==> config.mk <==
export PLATFORM = sky130hd
export DESIGN_NAME = mash11_shaper
export DESIGN_NICKNAME = d
export VERILOG_FILES = /design/src/rtl/mash_pkg.sv /design/src/rtl/mash_stage2.sv /design/src/rtl/mash_combiner.sv /design/src/rtl/mash11_shaper.sv
export SDC_FILE = /design/constraint.sdc
export NUM_CORES = 1
export LEC_CHECK = 0
export ABC_AREA = 1
export BUFFER_PORTS_ARGS = -buffer_cell sky130_fd_sc_hd__buf_2
export CAP_MARGIN = 5
export CORE_MARGIN = 2
export CORE_UTILIZATION = 60
export DETAILED_ROUTE_END_ITERATION = 12
export GPL_ROUTABILITY_DRIVEN = 0
export GPL_TIMING_DRIVEN = 0
export HOLD_SLACK_MARGIN = 0.02
export PLACE_DENSITY_LB_ADDON = 0.15
export SLEW_MARGIN = 20
export SYNTH_ARGS = -nofsm -noshare
export SYNTH_HDL_FRONTEND = slang
export SYNTH_SLANG_ARGS = --single-unit
export TNS_END_PERCENT = 20
==> constraint.sdc <==
create_clock -name clk -period 5.15 [get_ports clk]
set_input_delay 0.2575 -clock clk [delete_from_list [all_inputs] [get_ports clk]]
set_output_delay 0.2575 -clock clk [all_outputs]
set_load 0.02 [all_outputs]
==> src/rtl/mash_pkg.sv <==
package mash_pkg;
  localparam int Y_W = 3;
  typedef logic signed [Y_W-1:0] y_t;

  // Error-cancelling merge: first-stage bit plus first difference of second-stage bit
  function automatic y_t merge_y(input logic b1, input logic q2, input logic q2_prev);
    y_t s;
    s = y_t'({2'b00, b1}) + y_t'({2'b00, q2}) - y_t'({2'b00, q2_prev});
    return s;
  endfunction
endpackage

==> src/rtl/mash_stage2.sv <==
module mash_stage2 #(
  parameter int ERR_W = 8,
  parameter int ACC_W = 10
) (
  input  logic             clk,
  input  logic             rst_n,
  input  logic             stb,
  input  logic [ERR_W-1:0] err,
  output logic             q_bit
);
  localparam int VW   = ACC_W + 1;
  localparam int HALF = 2 ** (ERR_W - 2);
  localparam int LIM  = 2 * HALF;
  localparam logic signed [VW-1:0] HALF_V = VW'(HALF);

  logic signed [ACC_W-1:0] acc_q;
  logic signed [VW-1:0]    sum_v;
  logic signed [VW-1:0]    nxt_v;

  function automatic logic signed [VW-1:0] widen_err(input logic [ERR_W-1:0] e);
    return {{(VW-ERR_W){e[ERR_W-1]}}, e};
  endfunction

  always_comb begin
    sum_v = {acc_q[ACC_W-1], acc_q} + widen_err(err);
    q_bit = ~sum_v[VW-1];
    nxt_v = q_bit ? (sum_v - HALF_V) : (sum_v + HALF_V);
  end

  always_ff @(posedge clk) begin
    if (!rst_n)   acc_q <= '0;
    else if (stb) acc_q <= nxt_v[ACC_W-1:0];
  end

  assert_acc_bound_R6: assert property (@(posedge clk) disable iff (!rst_n)
    (int'(acc_q) >= -LIM) && (int'(acc_q) < LIM));

  assert_acc_hold_R3: assert property (@(posedge clk) disable iff (!rst_n)
    !stb |=> $stable(acc_q));
endmodule

==> src/rtl/mash_combiner.sv <==
module mash_combiner
  import mash_pkg::*;
(
  input  logic clk,
  input  logic rst_n,
  input  logic stb,
  input  logic b1,
  input  logic q2,
  output y_t   y_out,
  output logic y_vld
);
  logic q2_prev;

  always_ff @(posedge clk) begin
    if (!rst_n) begin
      q2_prev <= 1'b0;
      y_out   <= '0;
      y_vld   <= 1'b0;
    end else begin
      y_vld <= stb;
      if (stb) begin
        q2_prev <= q2;
        y_out   <= merge_y(b1, q2, q2_prev);
      end
    end
  end

  assert_vld_after_stb_R2: assert property (@(posedge clk) disable iff (!rst_n)
    stb |=> y_vld);
  assert_no_vld_without_stb_R2: assert property (@(posedge clk) disable iff (!rst_n)
    !stb |=> !y_vld);
  assert_out_range_R5: assert property (@(posedge clk) disable iff (!rst_n)
    y_vld |-> (y_out >= -3'sd1) && (y_out <= 3'sd2));
  assert_hold_R9: assert property (@(posedge clk) disable iff (!rst_n)
    !stb |=> $stable(y_out));
endmodule

==> src/rtl/mash11_shaper.sv <==
module mash11_shaper #(
  parameter int ERR_W = 8,
  parameter int ACC_W = 10
) (
  input  logic             clk,
  input  logic             rst_n,
  input  logic             ref_stb,
  input  logic             st1_bit,
  input  logic [ERR_W-1:0] st1_err,
  output logic [2:0]       y_out,
  output logic             y_vld
);
  logic q2_bit;
  mash_pkg::y_t y_w;

  mash_stage2 #(.ERR_W(ERR_W), .ACC_W(ACC_W)) u_st2 (
    .clk(clk), .rst_n(rst_n), .stb(ref_stb), .err(st1_err), .q_bit(q2_bit)
  );

  mash_combiner u_cmb (
    .clk(clk), .rst_n(rst_n), .stb(ref_stb), .b1(st1_bit), .q2(q2_bit),
    .y_out(y_w), .y_vld(y_vld)
  );

  assign y_out = y_w;
endmodule

[Word level (Yosys, flattened, before mapping)]
Cells that the tools add are included.
Widths: inputs -> output; s select.
Operators by class
  shift-type cells: 0
  equal/unequal tests: 0
  add/subtract/negate cells: 5
  div/mod/pow operators: 0
  reductions and logical operators: 0
  bitwise operators: 1
  $lt $le $gt $ge: 0
  multipliers: 0
  multiplexer cells: 1
Operators with widths (count)
  $add 10x8->11: 1
  $add 10x8->10 const B: 1
  $mux 10: 1
  $sub 10x8->10 const B: 1
  $sub 3x2->3: 1
  $add 1x1->2: 1
  $not 1->1: 1
Word-level totals
  register bits after elaboration: 15
  bits in writable memories: 0
  latch bits: 0
  bits of input ports: 12
  logic and storage cells: 11
  memories kept: 0
  bits in read-only memories: 0

[Longest topological paths before layout]
Gate-level depths: netlist of run 1.
  word-level depth: 4
  gate-level depth with buffers: 18
  gate-level depth less buffers: 18

[Modules after synthesis]
Synthesis of run 1 repeated with hierarchy kept, for this count alone.
Unflattened totals
  cells, all modules: 193
  area, all modules: 1286.2 µm²
By module, submodules not included
  mash_stage2: cells each 161, instances 1, area an instance 1043.5 µm², sequential area each 200.2 µm²
  mash_combiner: cells each 32, instances 1, area an instance 242.7 µm², sequential area each 100.1 µm²

[Worst setup path after synthesis of run 1]
Ideal clock, no wire load.
  kind: reg-to-reg
  start point: register u_st2.acc_q[0]
  end point: register u_cmb.y_out[1]
  library setup time: 0.070 ns
  required time: 5.080 ns
  slack: 2.881 ns
  data arrival time: 2.199 ns
  stages on the path, launching flop included: 13
  buffers on the path: 0
  path through: dfxtp_1 ha_1 inv_1 fa_1 inv_1 nand3_2 nand4_2 nand2_4 ha_1 inv_1 ha_1 ha_1 a21oi_1
Between the ends
  word-level cells in the longest chain between the ends: 4
Ends and longest elaborated chain
  start: declaration: RTL line mash_stage2.sv:16  | logic signed [ACC_W-1:0] acc_q;
  start signal: assignment: RTL line mash_stage2.sv:32  | else if (stb) acc_q <= nxt_v[ACC_W-1:0];
  $add 10x8->11: RTL line mash_stage2.sv:25  | sum_v = {acc_q[ACC_W-1], acc_q} + widen_err(err);
  $not 1->1: RTL line mash_stage2.sv:26  | q_bit = ~sum_v[VW-1];
  net q2_bit: RTL line mash11_shaper.sv:13  | logic q2_bit;
  $add 1x1->2: RTL line mash_pkg.sv:8  | s = y_t'({2'b00, b1}) + y_t'({2'b00, q2}) - y_t'({2'b00, q2_prev});
  $sub 3x2->3: RTL line mash_pkg.sv:8
  end signal: assignment: RTL line mash_combiner.sv:23  | y_out <= merge_y(b1, q2, q2_prev);
  end: declaration: RTL line mash_combiner.sv:9  | output y_t y_out,
The timed path passes the listed nets, and every way through them passes these cells.
A chain may end at the register's enable or synchronous reset.

[Worst setup path after layout of run 1]
Ends and elaborated chain as after synthesis.

==> metrics.cfg, run 1 <==
[die]
rows = 16
core_area_mm2 = 0.00202
fp.dieH_um = 51.0
dieWidth_um = 51.0
pin_count = 16
die_area_mm2 = 0.00260
start_util_pct = 65.4

[yosys]
synth_area_mm2 = 0.00132
synth.area.top_cells = dfxtp_1 23%, ha_1 13%, nand2_1 11%, inv_1 9.4%, nor2_1 6.5%
synth-edff-count = 0
synth_most_common_cell = nand2_1
syn_inst = 197
synth.ff_latch_count = 15
synth_top_cell_by_area = dfxtp_1
ys_top_cells_by_count = 40 x nand2_1, 33 x inv_1, 23 x nor2_1
yosysWarningCount = 0
synth-main-ff-cell = dfxtp_1
postSynthAreaPerCell_um2 = 6.71
ys_seq_area_share_pct = 22.7
ys_types = 29
synth_nets = 224
yosysTopAreaCellShare_pct = 22.7
ys_async_sr_fraction_pct = 0

[placed_design]
place_inst = 238
hpwl_um = 2330
dp_slack_ps = 2620
io_buffers = 14

[power_and_ir_drop]
p_leak_nw = 0.836
p_per_area_mw_per_mm2 = 375
max-vdd-ir-drop_v = 0.000287

[worst_setup_path]
reg2reg_to = u_cmb.y_out[1]$_SDFFE_PN0P_
critPathSlowestCell = fa_1
crit_type = reg -> reg
arrival_ps = 2740
critPathMostFrequentCell = ha_1
reg2reg_from = u_st2.acc_q[0]$_SDFFE_PN0P_
rr_worst_depth = 12
r2r_slack_ps = 2630
cpPeakStageDelay_ps = 400
crit_chain = ha_1, inv_1, fa_1, inv_1, nand3_2, nand4_2, nand2_4, ha_1, inv_1, ha_1, ha_1, a21oi_1
cp-start-kind = flop
critical_path.endpoint = u_cmb.y_out[1]$_SDFFE_PN0P_
path_max_fanout = 4
crit_required_ps = 5370
critical_path.startpoint = u_st2.acc_q[0]$_SDFFE_PN0P_
end_kind = flop

[sta]
finalSetupViolCount = 0
setup_ws_ps = 2630
finalCritPeriodShare_pct = 49.0
finalHoldViolCount = 0
tightest_slew_ps = 422
rsz0062_at_grt = false
period_minus_slack_ps = 2520
finClkSkew_ps = 2.34
tns_ps = 0
slew_viol_final = 0
max_slew_margin_pct = 71.9
fmax_mhz = 396

[clock_tree]
hold_buffers = 0
htree_levels = 1
cts-resized-gates = 0
postCtsSetupBuffers = 0
clk_pin_slew_ps = 90
worstSkewPairLatency_ps = 280
numClockSinks = 15
cts_tree = done
cts_buffers = 3
cts_root_buffer = clkbuf_4
clockBufferDepth = 2

[global_routing]
grt_max_degree = 11
grtUsageTotal_pct = 24.5
overflow = 0
grt_pass1_wl_um = 4990
antenna_found_initial = 0
grt_pass1_vias = 1194

[route]
first_iter_violations = 28
ant_nets = 0
met1Wirelength_um = 1380
first_pass_iters = 4
dr_wl_met3_um = 108
dr_total_vias = 1260
wl_per_cell_um = 11.9
dr.max_layer_used = met4
wl_um = 2890
wl_met2_um = 1380
drc = 0
via_per_inst = 5.21

[final_layout]
nets = 243
area_growth_pct = 9.93
n_fill_cell = 173
layout-drive-gt1-share_pct = 19.5
multi_input_area_um2 = 872
fin_util_pct = 71.9
final_cells = 242
antenna_cells = 0
register_area_um2 = 300

[status]
status = finished, final reports clean

[run]
maxCapViolations = 0

[worst_hold_path]
min_path_type = in -> reg

==> state kept, by name, summed over array words and instances, names as in the netlist <==
register       flops
u_st2.acc_q       10
u_cmb.y_vld        1
u_cmb.q2_prev      1
u_cmb.y_out        3
==> cells by family after synthesis <==
logic type	count (synthesis)	synth area share, %
and+or+nand+nor	95	34.8
buffers and inverters	39	11.4
AOI/OAI and AO/OA	26	11.2
adders and majority gates	15	14.8
DFF	15	22.7
xor gates and xnor gates	7	5.20
==> worst max-delay path, delay by kind of cell, from the launching register on <==
kind	cells	cell delay (ps)
adder cells (fa/ha/maj)	5	1310
AND/OR/NAND/NOR	3	430
flip-flops	1	340
buffers and inverters	3	240
AO/OA/AOI/OAI	1	140
==> cell type report <==
type	instances	area share, %
clock buffers	3	1.55
inverters	36	9.29
plain buffers	3	1.03
flip-flops and latches	15	20.7
repair buffers	14	4.82
multi-input cells	143	60.0
clock inverters	1	0.344
well taps	27	2.32
==> power by group <==
| part | internal, mW | leakage, nW | switching (mW) |
|---|---|---|---|
| logic | 0.125 | 0.694 | 0.207 |
| registers | 0.135 | 0.125 | 0.0106 |
| clock network | 0.0288 | 0.0177 | 0.0391 |
==> per-stage QoR <==
step | total power [mW] | hold WS [ps] | instance area (um^2)
5_1_grt | 0.595 | 367 | 1450
3_3_place_gp | 0.461 | 477 | 1430
2_1_floorplan | 0.414 | 453 | 1320
4_1_cts | 0.544 | 348 | 1450
6_report | 0.546 | 341 | 1450
3_5_place_dp | 0.477 | 482 | 1430
==> layout by cell type (no fill, tap or decap), types with 2 or more instances in the layout <==
cell / count
a21oi_1: 9
buf_2: 14
clkbuf_1: 2
clkbuf_4: 3
dfxtp_1: 15
ha_1: 14
inv_1: 33
inv_2: 3
nand2_1: 40
nand2_2: 7
nand2_4: 2
nand3_1: 10
nand3_2: 5
nand4_1: 2
nor2_1: 23
nor2_2: 2
o21ai_0: 12
xnor2_1: 2
xor2_1: 4
==> worst min-delay path by stage <==
stage	start	endpoint	slack, ps	depth (start not counted)
detailed placement	u_cmb.y_out[2]$_SDFFE_PN0P_	u_cmb.y_out[2]$_SDFFE_PN0P_	480	2
finish	rst_n	u_cmb.y_vld$_SDFF_PN0_	340	3
CTS	rst_n	u_cmb.y_vld$_SDFF_PN0_	350	3
global placement	u_cmb.y_out[2]$_SDFFE_PN0P_	u_cmb.y_out[2]$_SDFFE_PN0P_	480	2
global route	rst_n	u_cmb.y_vld$_SDFF_PN0_	370	3
floorplan	u_st2.acc_q[6]$_SDFFE_PN0P_	u_st2.acc_q[6]$_SDFFE_PN0P_	450	2
==> per-layer routing <==
layer / vias up / global-route usage (%)
met5: - / 0
met4: 0 / 4.05
met3: 2 / 2.34
met2: 28 / 45.9
met1: 573 / 30.4
li1: 657 / -
Note: power is estimated with default switching activity, not from simulation.
==> run 2, diff against run 1 <==
- ABC_AREA: 1 -> 0
- CORE_UTILIZATION: 60 -> 57
- clock period: 5.15 -> 2.65 ns (I/O delays scaled with it)
==> metrics.cfg, run 2 <==
[clock_tree]
numClockSinks = 15  ; unchanged
cts_root_buffer = clkbuf_4
clockBufferDepth = 2  ; unchanged
cts_buffers = 3  ; unchanged
htree_levels = 1  ; unchanged
clk_pin_slew_ps = 90  ; about the same
cts_tree = done
hold_buffers = 0  ; unchanged
worstSkewPairLatency_ps = 290  ; about the same

[worst_setup_path]
crit_chain = ha_2, a21o_1, o2bb2ai_2, a211oi_4, inv_2, ha_1, inv_1, ha_1, ha_1, nand2_1, o211a_1
critPathMostFrequentCell = ha_1
arrival_ps = 2720  ; -20 ps
path_max_fanout = 6  ; +2
crit_required_ps = 2850  ; -2520 ps
reg2reg_to = u_cmb.y_out[1]$_SDFFE_PN0P_
path_delay_family = adder cells
cp-start-kind = flop
r2r_slack_ps = 120  ; -2500 ps
reg2reg_from = u_st2.acc_q[5]$_SDFFE_PN0P_
critPathSlowestCell = a211oi_4
end_kind = flop
crit_type = reg -> reg
rr_worst_depth = 11  ; -1
cpPeakStageDelay_ps = 360  ; -40 ps
critPathBufInv = 2  ; -1

[final_layout]
antenna_cells = 0  ; unchanged
largest_register_ffs = 10  ; unchanged
mostFrequentLayoutCell = buf_2
layout-drive-gt1-share_pct = 28.8  ; +9.2 points
final_cell_mix = 16 x buf_2, 14 x dfxtp_1, 10 x ha_1
fin_util_pct = 73.3  ; +1.4 points
top_register = u_st2.acc_q
area_growth_pct = 19.1
top_regs = u_st2.acc_q: 10 flops, u_cmb.y_out: 3 flops
nets = 181  ; -26%

[route]
drc = 0  ; unchanged
ant_nets = 0  ; unchanged
wl_um = 2780  ; -3.8%
first_pass_iters = 4  ; unchanged
via_per_inst = 6.06  ; +16%
dr_total_vias = 1091  ; -13%
wl_per_cell_um = 15.4  ; +29%
first_iter_violations = 7  ; -75%

[power_and_ir_drop]
combPwrFrac_pct = 63.0  ; +2.1 points
seq_power_share_pct = 25.4  ; -1.2 points
p_per_area_mw_per_mm2 = 799  ; +110%
finalPower_mw = 1.17  ; +110%
pwr-share-clk_pct = 11.5  ; -0.9 points
p_int_mw = 0.670  ; +130%
p_leak_nw = 0.723  ; -14%
p_switching_mw = 0.503  ; +96%
max-vdd-ir-drop_v = 0.000617  ; +110%
switching_share_pct = 42.9  ; -4.2 points

[sta]
fmax_mhz = 396  ; -0.11%
finalHoldViolCount = 0  ; unchanged
tightest_slew_ps = 650  ; +228 ps
finalSetupViolCount = 0  ; unchanged
tns_ps = 0  ; unchanged
max_slew_margin_pct = 56.7  ; -15 points
slew_viol_final = 0  ; unchanged
finalCritPeriodShare_pct = 95.3  ; +46 points
whs_ps = 133  ; -207 ps
period_minus_slack_ps = 2530  ; +2.75 ps
finClkSkew_ps = 7.26  ; +4.92 ps

[worst_hold_path]
hold-path-endpoint = u_cmb.y_vld$_SDFF_PN0_
hp-start = ref_stb
min_path_type = in -> reg
hold_depth = 2  ; -1

[die]
pin_count = 16  ; unchanged
start_util_pct = 61.6  ; -3.8 points
core_area_mm2 = 0.00200  ; -0.99%
dieWidth_um = 50.5  ; -0.88%
fp.dieH_um = 50.5  ; -0.88%
die_area_mm2 = 0.00255  ; -1.8%
rows = 16  ; unchanged

[yosys]
postSynthAreaPerCell_um2 = 9.34  ; +39%
synth_nets = 159  ; -29%
synth-main-ff-cell = dfxtp_1
synth_area_mm2 = 0.00123  ; -6.8%
ys_async_sr_fraction_pct = 0  ; unchanged
synth.ff_latch_count = 15  ; unchanged
ys_seq_area_share_pct = 24.4  ; +1.7 points
ys_types = 38  ; +31%
synth_most_common_cell = dfxtp_1
yosysTopAreaCellShare_pct = 24.4  ; +1.7 points
yosysWarningCount = 0  ; unchanged
synth_top_cell_by_area = dfxtp_1
synth.area.top_cells = dfxtp_1 24%, ha_1 14%, mux2i_1 5.7%, o211a_1 4.9%, a21o_1 4.3%
syn_inst = 132  ; -33%
synth-edff-count = 0  ; unchanged
ys_top_cells_by_count = 15 x dfxtp_1, 14 x ha_1

[run]
maxCapViolations = 0  ; unchanged

[global_routing]
grtUsageTotal_pct = 24.3  ; -0.15 points
overflow = 0  ; unchanged
grt_max_degree = 11  ; unchanged
grt_pass1_wl_um = 4740  ; -5.0%
grt_pass1_vias = 1089  ; -8.8%
antenna_found_initial = 0  ; unchanged

[status]
status = finished, final reports clean

[placed_design]
hpwl_um = 2050  ; -12%
io_buffers = 15  ; +1

## run 2: cell types whose count changed in the layout (fill, tap and decap cells not counted), sizes merged, moves of 9 or more
| cell | delta |
|---|---|
| nand3 | -13 |
| inv | -29 |
| nor2 | -22 |
| o21ai | -9 |
| nand2 | -43 |
## run 2: worst max-delay path by stage
stage	startpoint	to	slack, ps	cells past startpoint
2_1_floorplan	u_st2.acc_q[0]$_SDFFE_PN0P_	u_cmb.y_out[1]$_SDFFE_PN0P_	170	13
3_3_place_gp	u_st2.acc_q[0]$_SDFFE_PN0P_	u_cmb.y_out[1]$_SDFFE_PN0P_	-110	13
3_5_place_dp	u_st2.acc_q[0]$_SDFFE_PN0P_	u_cmb.y_out[1]$_SDFFE_PN0P_	-170	13
4_1_cts	u_st2.acc_q[0]$_SDFFE_PN0P_	u_st2.acc_q[8]$_SDFFE_PN0P_	-10	11
5_1_grt	u_st2.acc_q[5]$_SDFFE_PN0P_	u_cmb.y_out[1]$_SDFFE_PN0P_	-4	11
6_report	u_st2.acc_q[5]$_SDFFE_PN0P_	u_cmb.y_out[1]$_SDFFE_PN0P_	120	11
## run 2: stage by stage
step | instance area (um^2) | instances | setup WS (ps)
after floorplan | 1230 | 132 | 171
after global placement | 1340 | 174 | -107
after detailed placement | 1340 | 174 | -174
after CTS | 1390 | 178 | -14.7
after global routing | 1470 | 180 | -3.59
final | 1470 | 180 | 125
## run 2: area by class of cell
cell class	count	area, um^2
sequential	15	302
tap	27	33.8
buffer	5	27.5
timing repair buffer	18	97.6
fill	157	534
clock buffer	4	26.3
multi-input combinational	104	955
inverter	7	26.3
## run 2: power groups by stage
stage               Sequential [mW]  Clock, mW  Combinational (mW)
CTS                           0.292      0.136               0.666
global route                  0.301      0.146               0.823
detailed placement            0.297          0               0.649
finish                        0.298      0.135               0.739
floorplan                     0.298          0               0.519
global placement              0.293          0               0.619
## run 2: kinds of logic (layout without fill, tap and decap cells)
family                     after synthesis  after routing  synth area share [%]
adders and majority gates               15             15                  15.8
xor gates and xnor gates                 8              8                  5.69
DFF                                     15             15                  24.4
muxes                                    7              7                  5.69
and+or+nand+nor                         29             29                  13.4
buffers and inverters                   13             34                  4.26
AOI/OAI and AO/OA                       45             45                  30.8
## run 2: layer usage
metal / vias to the layer above / routed length (um) / global-route usage [%]
met4: 0 / 46 / 9.91
met3: 7 / 155 / 4.17
met1: 516 / 1210 / 31.2
li1: 539 / - / -
met5: - / 0 / 0
met2: 29 / 1360 / 40.4
## run 2: what timing repair did
action / in CTS / in global routing
gates cloned: 0 / 0
buffers inserted: 0 / 3
endpoints found under the setup margin: 5 / 4
pin swaps: 0 / 5
resized for setup: 3 / 18
==> run 3, diff against run 2 <==
- CORE_UTILIZATION: 57 -> 55
==> metrics.cfg, run 3 (synthesized netlist as in run 2, its figures left out) <==
[power_and_ir_drop]
max-vdd-ir-drop_v = 0.000582  ; -5.6%
combPwrFrac_pct = 62.4  ; -0.6 points
pwr-share-clk_pct = 12.2  ; +0.7 points
p_per_area_mw_per_mm2 = 790  ; -1.1%
p_int_mw = 0.650  ; -2.9%
finalPower_mw = 1.14  ; -2.5%
p_leak_nw = 0.720  ; -0.41%
switching_share_pct = 43.1  ; +0.23 points
seq_power_share_pct = 25.4  ; about the same
p_switching_mw = 0.493  ; -2.0%

[die]
core_area_mm2 = 0.00217  ; +8.4%
dieWidth_um = 51.3  ; +1.7%
start_util_pct = 56.8  ; -4.8 points
pin_count = 16  ; unchanged
rows = 17  ; +1
die_area_mm2 = 0.00264  ; +3.3%
fp.dieH_um = 51.3  ; +1.7%

[sta]
whs_ps = 107  ; -26.3 ps
tightest_slew_ps = 621  ; -28.5 ps
slew_viol_final = 0  ; unchanged
max_slew_margin_pct = 58.6  ; +1.9 points
rsz0062_at_grt = false
tns_ps = 0  ; unchanged
period_minus_slack_ps = 2470  ; -53.5 ps
fmax_mhz = 405  ; +2.2%
finalSetupViolCount = 0  ; unchanged
finalCritPeriodShare_pct = 93.3  ; -2.0 points
finClkSkew_ps = 13.8  ; +6.58 ps
finalHoldViolCount = 0  ; unchanged

[route]
drc = 0  ; unchanged
via_per_inst = 5.91  ; -2.5%
first_pass_iters = 4  ; unchanged
dr_total_vias = 1064  ; -2.5%
first_iter_violations = 14  ; +7
wl_per_cell_um = 14.7  ; -4.9%
ant_nets = 0  ; unchanged
wl_um = 2640  ; -4.9%

[clock_tree]
cts_buffers = 3  ; unchanged
hold_buffers = 0  ; unchanged
clk_pin_slew_ps = 110  ; +20 ps
numClockSinks = 15  ; unchanged
cts_tree = done
clockBufferDepth = 2  ; unchanged
htree_levels = 1  ; unchanged
cts_root_buffer = clkbuf_4
worstSkewPairLatency_ps = 300  ; about the same

[final_layout]
top_register = u_st2.acc_q
area_growth_pct = 17.5
top_regs = u_st2.acc_q: 10 flops, u_cmb.y_out: 3 flops
nets = 180  ; -0.55%
final_cell_mix = 16 x buf_2, 15 x dfxtp_1, 11 x ha_1
final_cells = 180  ; unchanged
antenna_cells = 0  ; unchanged
mostFrequentLayoutCell = buf_2
largest_register_ffs = 10  ; unchanged
layout-drive-gt1-share_pct = 28.3  ; -0.47 points

[placed_design]
io_buffers = 15  ; unchanged
place_inst = 175  ; +0.57%
hpwl_um = 1960  ; -4.4%

[global_routing]
grtUsageTotal_pct = 23.5  ; -0.82 points
grt_pass1_wl_um = 4580  ; -3.4%
overflow = 0  ; unchanged
grt_max_degree = 11  ; unchanged
grt_pass1_vias = 1039  ; -4.6%
antenna_found_initial = 0  ; unchanged

[worst_setup_path]
path_max_fanout = 5  ; -1
crit_required_ps = 2860  ; about the same
end_kind = flop
crit_type = reg -> reg
arrival_ps = 2680  ; -40 ps
cp-start-kind = flop

[status]
status = finished, final reports clean

[worst_hold_path]
min_path_type = in -> reg

[run]
maxCapViolations = 0  ; unchanged

run 3: cell count changes in the layout (fill, tap and decap cells not counted), sizes merged:
cell    previous run  this run
clkbuf             7         6
buf               20        19
clkinv             0         1
run 3: worst paths after layout:
path | start | endpoint | slack, ps | cells after the start
worst max-delay path | u_st2.acc_q[3]$_SDFFE_PN0P_ | u_cmb.y_out[1]$_SDFFE_PN0P_ | 180 | 11
worst min-delay path | ref_stb | u_cmb.y_vld$_SDFF_PN0_ | 110 | 2
worst max register to register | u_st2.acc_q[3]$_SDFFE_PN0P_ | u_cmb.y_out[1]$_SDFFE_PN0P_ | 180 | 11
worst min register to register | u_cmb.y_out[1]$_SDFFE_PN0P_ | u_cmb.y_out[1]$_SDFFE_PN0P_ | 490 | 1
run 3: power groups by stage:
stage	clock, mW	combinational (mW)	sequential [mW]
5_1_grt	0.149	0.799	0.295
2_1_floorplan	0	0.519	0.298
3_5_place_dp	0	0.643	0.295
6_report	0.140	0.713	0.290
4_1_cts	0.142	0.662	0.290
3_3_place_gp	0	0.622	0.293
run 3: cell type report:
type                            instances  area [um^2]
Fill cell                             202          722
Timing Repair Buffer                   17         90.1
Buffer                                  5         27.5
Tap cell                               28         35.0
Clock buffer                            3         22.5
Multi-Input combinational cell        104          941
Sequential cell                        15          300
Inverter                                7         26.3
Clock inverter                          1         5.00
run 3: what timing repair did:
item / 4_1_cts / 5_1_grt
buffers inserted: 1 / 1
hold endpoints to repair: 0 / 0
gates resized for setup: 1 / 17
pin swaps: 1 / 3
endpoints found under the setup margin: 4 / 5
run 3: metrics by stage:
step | util [%] | worst slack, ps | area [um^2]
global placement | 61.9 | -102 | 1340
global route | 66.7 | 6.19 | 1450
detailed placement | 61.9 | -113 | 1340
floorplan | - | 171 | 1230
finish | 66.7 | 178 | 1450
CTS | 63.7 | 25.5 | 1380
run 3: per-layer routing:
metal / track usage (%) / up-vias / wire length, um
li1: - / 535 / -
met1: 29.8 / 510 / 1260
met2: 40.0 / 14 / 1280
met3: 3.51 / 5 / 58
met4: 9.21 / 0 / 46
met5: 0 / - / 0
run 3: worst max-delay path, stage by stage, from the launching register on:
cell	delay, ps
dfxtp_1	330
ha_1	330
o211ai_1	300
a21oi_4	100
a211oi_4	340
inv_2	80
ha_1	270
inv_1	40
ha_1	170
ha_1	270
nand2_1	50
o211a_1	120
